**config.mk**
```make
export PLATFORM = sky130hd
export DESIGN_NAME = avg_lane_router
export DESIGN_NICKNAME = d
export VERILOG_FILES = /design/src/rtl/alr_pkg.sv /design/src/rtl/alr_cfg_regs.sv /design/src/rtl/alr_sum_unit.sv /design/src/rtl/alr_lane_select.sv /design/src/rtl/avg_lane_router.sv
export SDC_FILE = /design/constraint.sdc
export NUM_CORES = 1
export LEC_CHECK = 0
export BUFFER_PORTS_ARGS = -buffer_cell sky130_fd_sc_hd__buf_2
export CELL_PAD_IN_SITES_DETAIL_PLACEMENT = 1
export CELL_PAD_IN_SITES_GLOBAL_PLACEMENT = 2
export CORE_ASPECT_RATIO = 0.75
export CORE_MARGIN = 2
export CORE_UTILIZATION = 38
export CTS_CLUSTER_SIZE = 28
export DETAILED_ROUTE_END_ITERATION = 7
export PLACE_DENSITY = 0.95
export SYNTH_ARGS = -nofsm -noshare
export SYNTH_HDL_FRONTEND = slang
export SYNTH_SLANG_ARGS = --single-unit
```
**constraint.sdc**
```tcl
create_clock -name clk -period 5.5 [get_ports clk]
set_clock_uncertainty 0.05 [all_clocks]
set_input_delay 0.55 -clock clk [delete_from_list [all_inputs] [get_ports clk]]
set_output_delay 0.55 -clock clk [all_outputs]
set_load 0.05 [all_outputs]
```
**src/rtl/alr_pkg.sv**
```systemverilog
package alr_pkg;
  localparam int NUM_CH   = 4;
  localparam int NUM_LANE = 4;
  localparam int SEL_W    = $clog2(NUM_CH);
  localparam int CODE_W   = 2;

  typedef enum logic [1:0] {
    SRC_RAW     = 2'd0,
    SRC_PAIR_LO = 2'd1,
    SRC_PAIR_HI = 2'd2,
    SRC_QUAD    = 2'd3
  } src_e;

  // Fixed per-lane table from averaging code to source group.
  function automatic src_e lane_source(input int lane, input logic [CODE_W-1:0] code,
                                       input logic en);
    src_e s;
    s = SRC_RAW;
    if (en) begin
      case (lane)
        0: if (code == 2'b10) s = SRC_PAIR_LO; else if (code == 2'b11) s = SRC_QUAD;
        1: if (code == 2'b11) s = SRC_PAIR_HI;
        2: if (code == 2'b11) s = SRC_PAIR_LO;
        3: if (code == 2'b10) s = SRC_PAIR_HI; else if (code == 2'b11) s = SRC_QUAD;
        default: s = SRC_RAW;
      endcase
    end
    return s;
  endfunction
endpackage

```
**src/rtl/alr_cfg_regs.sv**
```systemverilog
module alr_cfg_regs
  import alr_pkg::*;
(
  input  logic                       clk,
  input  logic                       rst_n,
  input  logic                       load,
  input  logic                       avg_en_in,
  input  logic                       wide_in,
  input  logic [NUM_LANE*CODE_W-1:0] code_in,
  input  logic [NUM_LANE*SEL_W-1:0]  sel_in,
  output logic                       avg_en_q,
  output logic                       wide_q,
  output logic [NUM_LANE*CODE_W-1:0] code_q,
  output logic [NUM_LANE*SEL_W-1:0]  sel_q
);
  logic                       avg_en_d;
  logic                       wide_d;
  logic [NUM_LANE*CODE_W-1:0] code_d;
  logic [NUM_LANE*SEL_W-1:0]  sel_d;
  logic [NUM_LANE*SEL_W-1:0]  sel_default;

  // Lane i defaults to channel i.
  for (genvar g = 0; g < NUM_LANE; g++) begin : g_def
    assign sel_default[g*SEL_W +: SEL_W] = SEL_W'(g % NUM_CH);
  end

  always_comb begin
    avg_en_d = avg_en_q;
    wide_d   = wide_q;
    code_d   = code_q;
    sel_d    = sel_q;
    if (load) begin
      avg_en_d = avg_en_in;
      wide_d   = wide_in;
      code_d   = code_in;
      sel_d    = sel_in;
    end
  end

  always_ff @(posedge clk or negedge rst_n) begin
    if (!rst_n) begin
      avg_en_q <= 1'b0;
      wide_q   <= 1'b0;
      code_q   <= '0;
      sel_q    <= sel_default;
    end else begin
      avg_en_q <= avg_en_d;
      wide_q   <= wide_d;
      code_q   <= code_d;
      sel_q    <= sel_d;
    end
  end
endmodule

```
**src/rtl/alr_sum_unit.sv**
```systemverilog
module alr_sum_unit
  import alr_pkg::*;
#(
  parameter int SAMPLE_W = 16,
  localparam int OUT_W   = SAMPLE_W + 2
) (
  input  logic [NUM_CH*SAMPLE_W-1:0] ch_flat,
  output logic [OUT_W-1:0]           pair_lo,
  output logic [OUT_W-1:0]           pair_hi,
  output logic [OUT_W-1:0]           quad
);
  logic [SAMPLE_W-1:0] s [NUM_CH];
  logic [SAMPLE_W:0]   lo_sum;
  logic [SAMPLE_W:0]   hi_sum;

  for (genvar g = 0; g < NUM_CH; g++) begin : g_unpack
    assign s[g] = ch_flat[g*SAMPLE_W +: SAMPLE_W];
  end

  always_comb begin
    lo_sum  = {s[0][SAMPLE_W-1], s[0]} + {s[1][SAMPLE_W-1], s[1]};
    hi_sum  = {s[2][SAMPLE_W-1], s[2]} + {s[3][SAMPLE_W-1], s[3]};
    // Pair sum is 17 bits; one left shift puts it in quarter-LSB units.
    pair_lo = {lo_sum, 1'b0};
    pair_hi = {hi_sum, 1'b0};
    // Four-way sum is already in quarter-LSB units.
    quad    = {lo_sum[SAMPLE_W], lo_sum} + {hi_sum[SAMPLE_W], hi_sum};
  end
endmodule

```
**src/rtl/alr_lane_select.sv**
```systemverilog
module alr_lane_select
  import alr_pkg::*;
#(
  parameter int SAMPLE_W = 16,
  parameter int LANE     = 0,
  localparam int OUT_W   = SAMPLE_W + 2
) (
  input  logic [NUM_CH*SAMPLE_W-1:0] ch_flat,
  input  logic [OUT_W-1:0]           pair_lo,
  input  logic [OUT_W-1:0]           pair_hi,
  input  logic [OUT_W-1:0]           quad,
  input  logic [CODE_W-1:0]          code,
  input  logic [SEL_W-1:0]           sel,
  input  logic                       avg_en,
  input  logic                       wide,
  output logic [OUT_W-1:0]           word
);
  src_e                src;
  logic [SAMPLE_W-1:0] raw;
  logic [OUT_W-1:0]    full;

  always_comb begin
    src = lane_source(LANE, code, avg_en);
    raw = ch_flat[sel*SAMPLE_W +: SAMPLE_W];
    case (src)
      SRC_PAIR_LO: full = pair_lo;
      SRC_PAIR_HI: full = pair_hi;
      SRC_QUAD:    full = quad;
      default:     full = {raw, 2'b00};
    endcase
    if (wide) word = full;
    else      word = {{2{full[OUT_W-1]}}, full[OUT_W-1:2]};
  end
endmodule

```
**src/rtl/avg_lane_router.sv**
```systemverilog
module avg_lane_router
  import alr_pkg::*;
#(
  parameter int SAMPLE_W = 16,
  localparam int OUT_W   = SAMPLE_W + 2
) (
  input  logic                       clk,
  input  logic                       rst_n,
  input  logic                       in_valid,
  input  logic [NUM_CH*SAMPLE_W-1:0] ch_data,
  input  logic                       cfg_load,
  input  logic                       cfg_avg_en,
  input  logic                       cfg_wide,
  input  logic [NUM_LANE*CODE_W-1:0] cfg_code,
  input  logic [NUM_LANE*SEL_W-1:0]  cfg_sel,
  output logic                       out_valid,
  output logic [NUM_LANE*OUT_W-1:0]  lane_out
);
  logic                       cfg_en_q;
  logic                       cfg_wide_q;
  logic [NUM_LANE*CODE_W-1:0] cfg_code_q;
  logic [NUM_LANE*SEL_W-1:0]  cfg_sel_q;
  logic [OUT_W-1:0]           pair_lo;
  logic [OUT_W-1:0]           pair_hi;
  logic [OUT_W-1:0]           quad;
  logic [NUM_LANE*OUT_W-1:0]  lane_word;
  logic [NUM_LANE*OUT_W-1:0]  lane_d;
  logic                       valid_d;

  alr_cfg_regs u_cfg (
    .clk       (clk),
    .rst_n     (rst_n),
    .load      (cfg_load),
    .avg_en_in (cfg_avg_en),
    .wide_in   (cfg_wide),
    .code_in   (cfg_code),
    .sel_in    (cfg_sel),
    .avg_en_q  (cfg_en_q),
    .wide_q    (cfg_wide_q),
    .code_q    (cfg_code_q),
    .sel_q     (cfg_sel_q)
  );

  alr_sum_unit #(.SAMPLE_W(SAMPLE_W)) u_sum (
    .ch_flat (ch_data),
    .pair_lo (pair_lo),
    .pair_hi (pair_hi),
    .quad    (quad)
  );

  for (genvar g = 0; g < NUM_LANE; g++) begin : g_lane
    alr_lane_select #(.SAMPLE_W(SAMPLE_W), .LANE(g)) u_sel (
      .ch_flat (ch_data),
      .pair_lo (pair_lo),
      .pair_hi (pair_hi),
      .quad    (quad),
      .code    (cfg_code_q[g*CODE_W +: CODE_W]),
      .sel     (cfg_sel_q[g*SEL_W +: SEL_W]),
      .avg_en  (cfg_en_q),
      .wide    (cfg_wide_q),
      .word    (lane_word[g*OUT_W +: OUT_W])
    );
  end

  always_comb begin
    valid_d = in_valid;
    lane_d  = in_valid ? lane_word : lane_out;
  end

  always_ff @(posedge clk or negedge rst_n) begin
    if (!rst_n) begin
      out_valid <= 1'b0;
      lane_out  <= '0;
    end else begin
      out_valid <= valid_d;
      lane_out  <= lane_d;
    end
  end
endmodule

```
After elaboration in Yosys (flattened, before gate mapping)

Index checks and enable logic that the tools add are counted.

Flip-flop bits (word level): 91

Equal/unequal tests: 18
Multiplexer cells: 18
Shifts and indexed selects: 4
$add $sub $neg: 3

Operators by type and width:

| kind                 | count |
|---|---|
| $shiftx A64 B7 Y16   | 4 |
| $pmux W18 S3         | 4 |
| $mux W17             | 4 |
| $add A16 B16 Y17     | 2 |
| $eq A2 B2 Y1 const B | 14 |
| $add A17 B17 Y18     | 1 |
| $mux W2              | 9 |
| $eq A2 B1 Y1 const B | 4 |
| $mux W1              | 1 |

Depth between registers and ports, before layout

Word-level depth: 7
Mapped depth: 19

Cells and area by module

A second synthesis with hierarchy kept.

Cells, all modules: 939
Area total of the unflattened synthesis: 9764.4 um^2

Modules (own cells, without submodules):

| module                                 | cells each | area an instance (um^2) | times used | seq. area each (um^2) |
|---|---|---|---|---|
| avg_lane_router                        | 153        | 3051.7                  | 1          | 1826.8 |
| alr_lane_select at g_lane[0].u_sel ... | 148        | 1096.1                  | 2          | 0.0 |
| alr_sum_unit                           | 270        | 2077.0                  | 1          | 0.0 |
| alr_lane_select at g_lane[1].u_sel ... | 91         | 858.3                   | 2          | 0.0 |
| alr_cfg_regs                           | 38         | 726.9                   | 1          | 455.4 |

Least setup slack after synthesis

OpenSTA, ideal clock, no wires.

Kind: input-to-reg
Start: input ch_data[5]
End: register lane_out[14]
Path slack: 1.129 ns
Library setup time: 0.126 ns
Arrival: 4.195 ns
Data required time: 5.324 ns
Buffers on the path: 0
Stages on the path: 17
Cells stage by stage: ha_1 > o21a_1 > or2_2 > a31o_2 > a21oi_1 > xor2_1 > inv_1 > ha_1 > and4_1 > and3_1 > a221oi_2 > o21ai_1 > a311oi_1 > xnor2_1 > a21oi_1 > nor3_1 > a221o_1

Longest elaborated chain between the ends: 4

RTL lines:

| what                   | line                  | text |
|---|---|---|
| start: declaration     | avg_lane_router.sv:10 | `input logic [NUM_CH*SAMPLE_W-1:0] ch_data,` |
| $add A16 B16 Y17 *     | alr_sum_unit.sv:21    | `lo_sum = {s[0][SAMPLE_W-1], s[0]} + {s[1][SAMPLE_W-1], s[1]};` |
| $add A17 B17 Y18       | alr_sum_unit.sv:27    | `quad = {lo_sum[SAMPLE_W], lo_sum} + {hi_sum[SAMPLE_W], hi_sum};` |
| $pmux W18 S3 *         | alr_lane_select.sv:25 | `case (src)` |
| $mux W17 *             | alr_lane_select.sv:31 | `if (wide) word = full;` |
| end signal: assignment | avg_lane_router.sv:76 | `lane_out <= lane_d;` |
| end: declaration       | avg_lane_router.sv:17 | `output logic [NUM_LANE*OUT_W-1:0] lane_out` |

Every way passes the cells marked *; elsewhere a longest branch is shown, timed or not.
A chain may end at the register's enable or synchronous reset.

Final worst setup path

Start: input ch_data[0]
End: register lane_out[16]

The elaborated chain is that of the path after synthesis.

==> out/results.tsv <==
stage	metric	value	unit
global_routing	gr usage total	0.275	
cells_and_area	post-layout util	0.444	
floorplanning	# rows	48	
synthesis	Yosys warning count	0	
sta	Fmax	203	MHz
global_routing	largest net degree at the start of global routing	95	
synthesis	Async S/R FF share, synth	1.00	
worst_setup_path	CP endpoint kind	flip-flop	
synthesis	Synth Net Count	1115	
cells_and_area	Post-layout nets	1235	
floorplanning	total die area	24700	sq um
synthesis	top cell type's share of synthesized area	0.245	
worst_setup_path	reg2reg end	lane_out[64]$_DFFE_PN0P_	
worst_setup_path	Critical Path AT	5.15	ns
clocking	Setup Fix Bufs, Post-CTS	0	
sta	worst slew pin tran	0.977	ns
worst_setup_path	crit-path max FO	5	
place	placed cell area	9920	sq um
sta	min Tclk post-route	4.93	ns
route	initial drt markers	611	
sta	Worst slew margin	0.348	
clocking	hold_buf cts	0	
cells_and_area	Filler cells	2759	
synthesis	Distinct cells, synth	72	
floorplanning	overall die width	181	um
place	Final HPWL DP	26700	um
sta	Final Max Tran Viols	0	
run_status	status	completed	
clocking	Skew-Pair Late Insertion Delay	0.36	ns
synthesis	Area contributors post-synth	dfrtp_1 (24%), mux4_2 (16%), ha_1 (6.8%), mux2_2 (4.6%), o21ai_0 (4.3%)	
global_routing	vias in the first global route	8710	
route	Via density	6.14	
worst_setup_path	startpoint of the worst setup timing path	ch_data[0]	
worst_setup_path	required time of the critical path	5.73	ns
synthesis	Mapped Cells	978	
sta	Final period util	0.896	
floorplanning	Die H	136	um
clocking	CTS tree	yes	
sta	final hold vios	0	
clocking	CTS Sinks	91	
sta	RSZ-0062 raised after global routing	false	
route	WL final	33600	um
worst_setup_path	r2r setup slk	2.53	ns
floorplanning	Initial Util	0.387	
route	WL/cell	23.9	um
cells_and_area	Antenna Cells	0	
worst_setup_path	worst r2r src	u_cfg.code_q[6]$_DFFE_PN0P_	
global_routing	global-route wire length before repair	51400	um
clocking	root buf cell	clkbuf_16	
pwr	PwrDens	350	nW/um^2
route	DRC violations left	0	
clocking	H-Tree Depth	3	
clocking	Post-CTS Resized	0	
clocking	CTS Buffer Depth	2	
pwr	Leak	4.49	nW
cells_and_area	final std cell area, no fill	10200	sq um
cells_and_area	share of cells above drive strength 1	0.281	
place	IO buf count	158	
floorplanning	Ports	159	
synthesis	EDFF count, synth	0	
worst_setup_path	Critical Path Start Type	primary input	
floorplanning	Core ar.	23000	sq um
place	GP Congestion	0.991	
clocking	CTS buffer count	9	
synthesis	post-synthesis sequential area ratio	0.257	
synthesis	syn avg cell area	9.09	sq um
synthesis	leading area contributor after synthesis	dfrtp_1	
route	antenna viol nets, final	0	
synthesis	Synth top cells by count	nand2_1 (96), nor2_1 (93), dfrtp_1 (87)	
global_routing	antenna violations before repair	0	
sta	setup violators final	0	
cells_and_area	area delta synth->final	14.8	%
worst_setup_path	r2r worst-path depth	7	
synthesis	Synth Flop Type	dfrtp_1	
synthesis	most common cell in the netlist	nand2_1	
clocking	clock slew seen by the registers of the worst setup and hold paths	0.07	ns
global_routing	total gr overflow	0	
synthesis	FF+latch count, synth	91	
sta	setup TNS	0	ns
worst_hold_path	worst hold path class	in -> async	
run	max-cap violation count	0	
pwr	maximum VDD drop	0.169	mV
route	first-pass detailed-route iteration total	5	
worst_setup_path	critical path type	in -> reg	
synthesis	Mapped Area	8890	sq um
route	Vias	8617	
## placed cells by master (no fill, tap or decap), drive strengths merged, types with 18 or more instances in the layout
master | Yosys | final
a21oi | 68 | 68
a31oi | 18 | 18
buf | 12 | 169
dfrtp | 87 | 87
ha | 48 | 48
inv | 47 | 48
mux2 | 36 | 36
mux2i | 24 | 24
mux4 | 64 | 64
nand2 | 97 | 97
nor2 | 93 | 93
o211ai | 32 | 32
o21ai | 80 | 80
## where the power goes
part / internal (mW) / leakage, nW / switching [mW]
combinational: 0.684 / 3.29 / 1.32
clock: 0.356 / 0.136 / 0.285
sequential: 0.801 / 1.07 / 0.132
total: 1.84 / 4.49 / 1.74
## metrics by stage
| step | hold WS (ns) | setup slack [ns] | instances | total power, mW |
|---|---|---|---|---|
| after detailed placement | 0.416 | 0.340 | 1387 | 2.93 |
| after CTS | 0.193 | 0.691 | 1403 | 3.59 |
| final | 0.156 | 0.574 | 1403 | 3.58 |
| after global routing | 0.204 | 0.253 | 1403 | 3.78 |
| after floorplan | 0.204 | 1.13 | 978 | 2.35 |
| after global placement | 0.411 | 0.466 | 1387 | 2.90 |
## cells by family after synthesis
| kind of cell | after synthesis | synth area share |
|---|---|---|
| AO/OA/AOI/OAI | 285 | 0.208 |
| AND/OR/NAND/NOR | 285 | 0.146 |
| multiplexers | 124 | 0.235 |
| buffers and inverters | 108 | 0.0459 |
| flip-flops | 91 | 0.257 |
| adder cells (fa/ha/maj) | 52 | 0.0755 |
| XOR/XNOR | 33 | 0.0340 |
## metal layers
metal | track usage | up-vias | wire length, um
met5 | 0 | - | 0
met4 | 0.0932 | 0 | 1110
met3 | 0.0391 | 62 | 1670
met2 | 0.470 | 311 | 16200
met1 | 0.360 | 4345 | 14600
li1 | - | 3899 | -
## worst max-delay path, stage by stage
cell       delay (ns)
buf_2            0.12
ha_1             0.20
inv_1            0.06
fa_1             0.42
nor2b_1          0.18
o2111ai_1        0.21
a31oi_1          0.43
a31oi_1          0.20
xnor2_1          0.29
ha_1             0.31
and4_1           0.21
and3_1           0.20
a221oi_2         0.37
o21ai_1          0.20
a31oi_1          0.39
mux2i_1          0.15
a2111oi_2        0.38
nand2_1          0.09
a31oi_1          0.18
## state kept, by name (all words and copies together), names as in the netlist
name            cells
u_cfg.avg_en_q      1
lane_out           72
u_cfg.wide_q        1
u_cfg.code_q        8
u_cfg.sel_q         8
out_valid           1
## how the worst max path moves through the flow
stage | end | slack (ns)
after detailed placement | lane_out[16]$_DFFE_PN0P_ | 0.34
final | lane_out[16]$_DFFE_PN0P_ | 0.57
after global placement | lane_out[16]$_DFFE_PN0P_ | 0.47
after CTS | lane_out[16]$_DFFE_PN0P_ | 0.69
after floorplan | lane_out[14]$_DFFE_PN0P_ | 1.13
after global routing | lane_out[16]$_DFFE_PN0P_ | 0.25
## final cells by class
type	count	area, sq um	share of cell area
inverter	48	180	0.0176
timing repair buffer	169	876	0.0858
multi-input combinational	779	6200	0.607
tap	300	375	0.0368
sequential	91	2280	0.224
clock buffer	11	233	0.0228
clock inverter	5	62.6	0.00613
(Power assumes the default switching activity.)
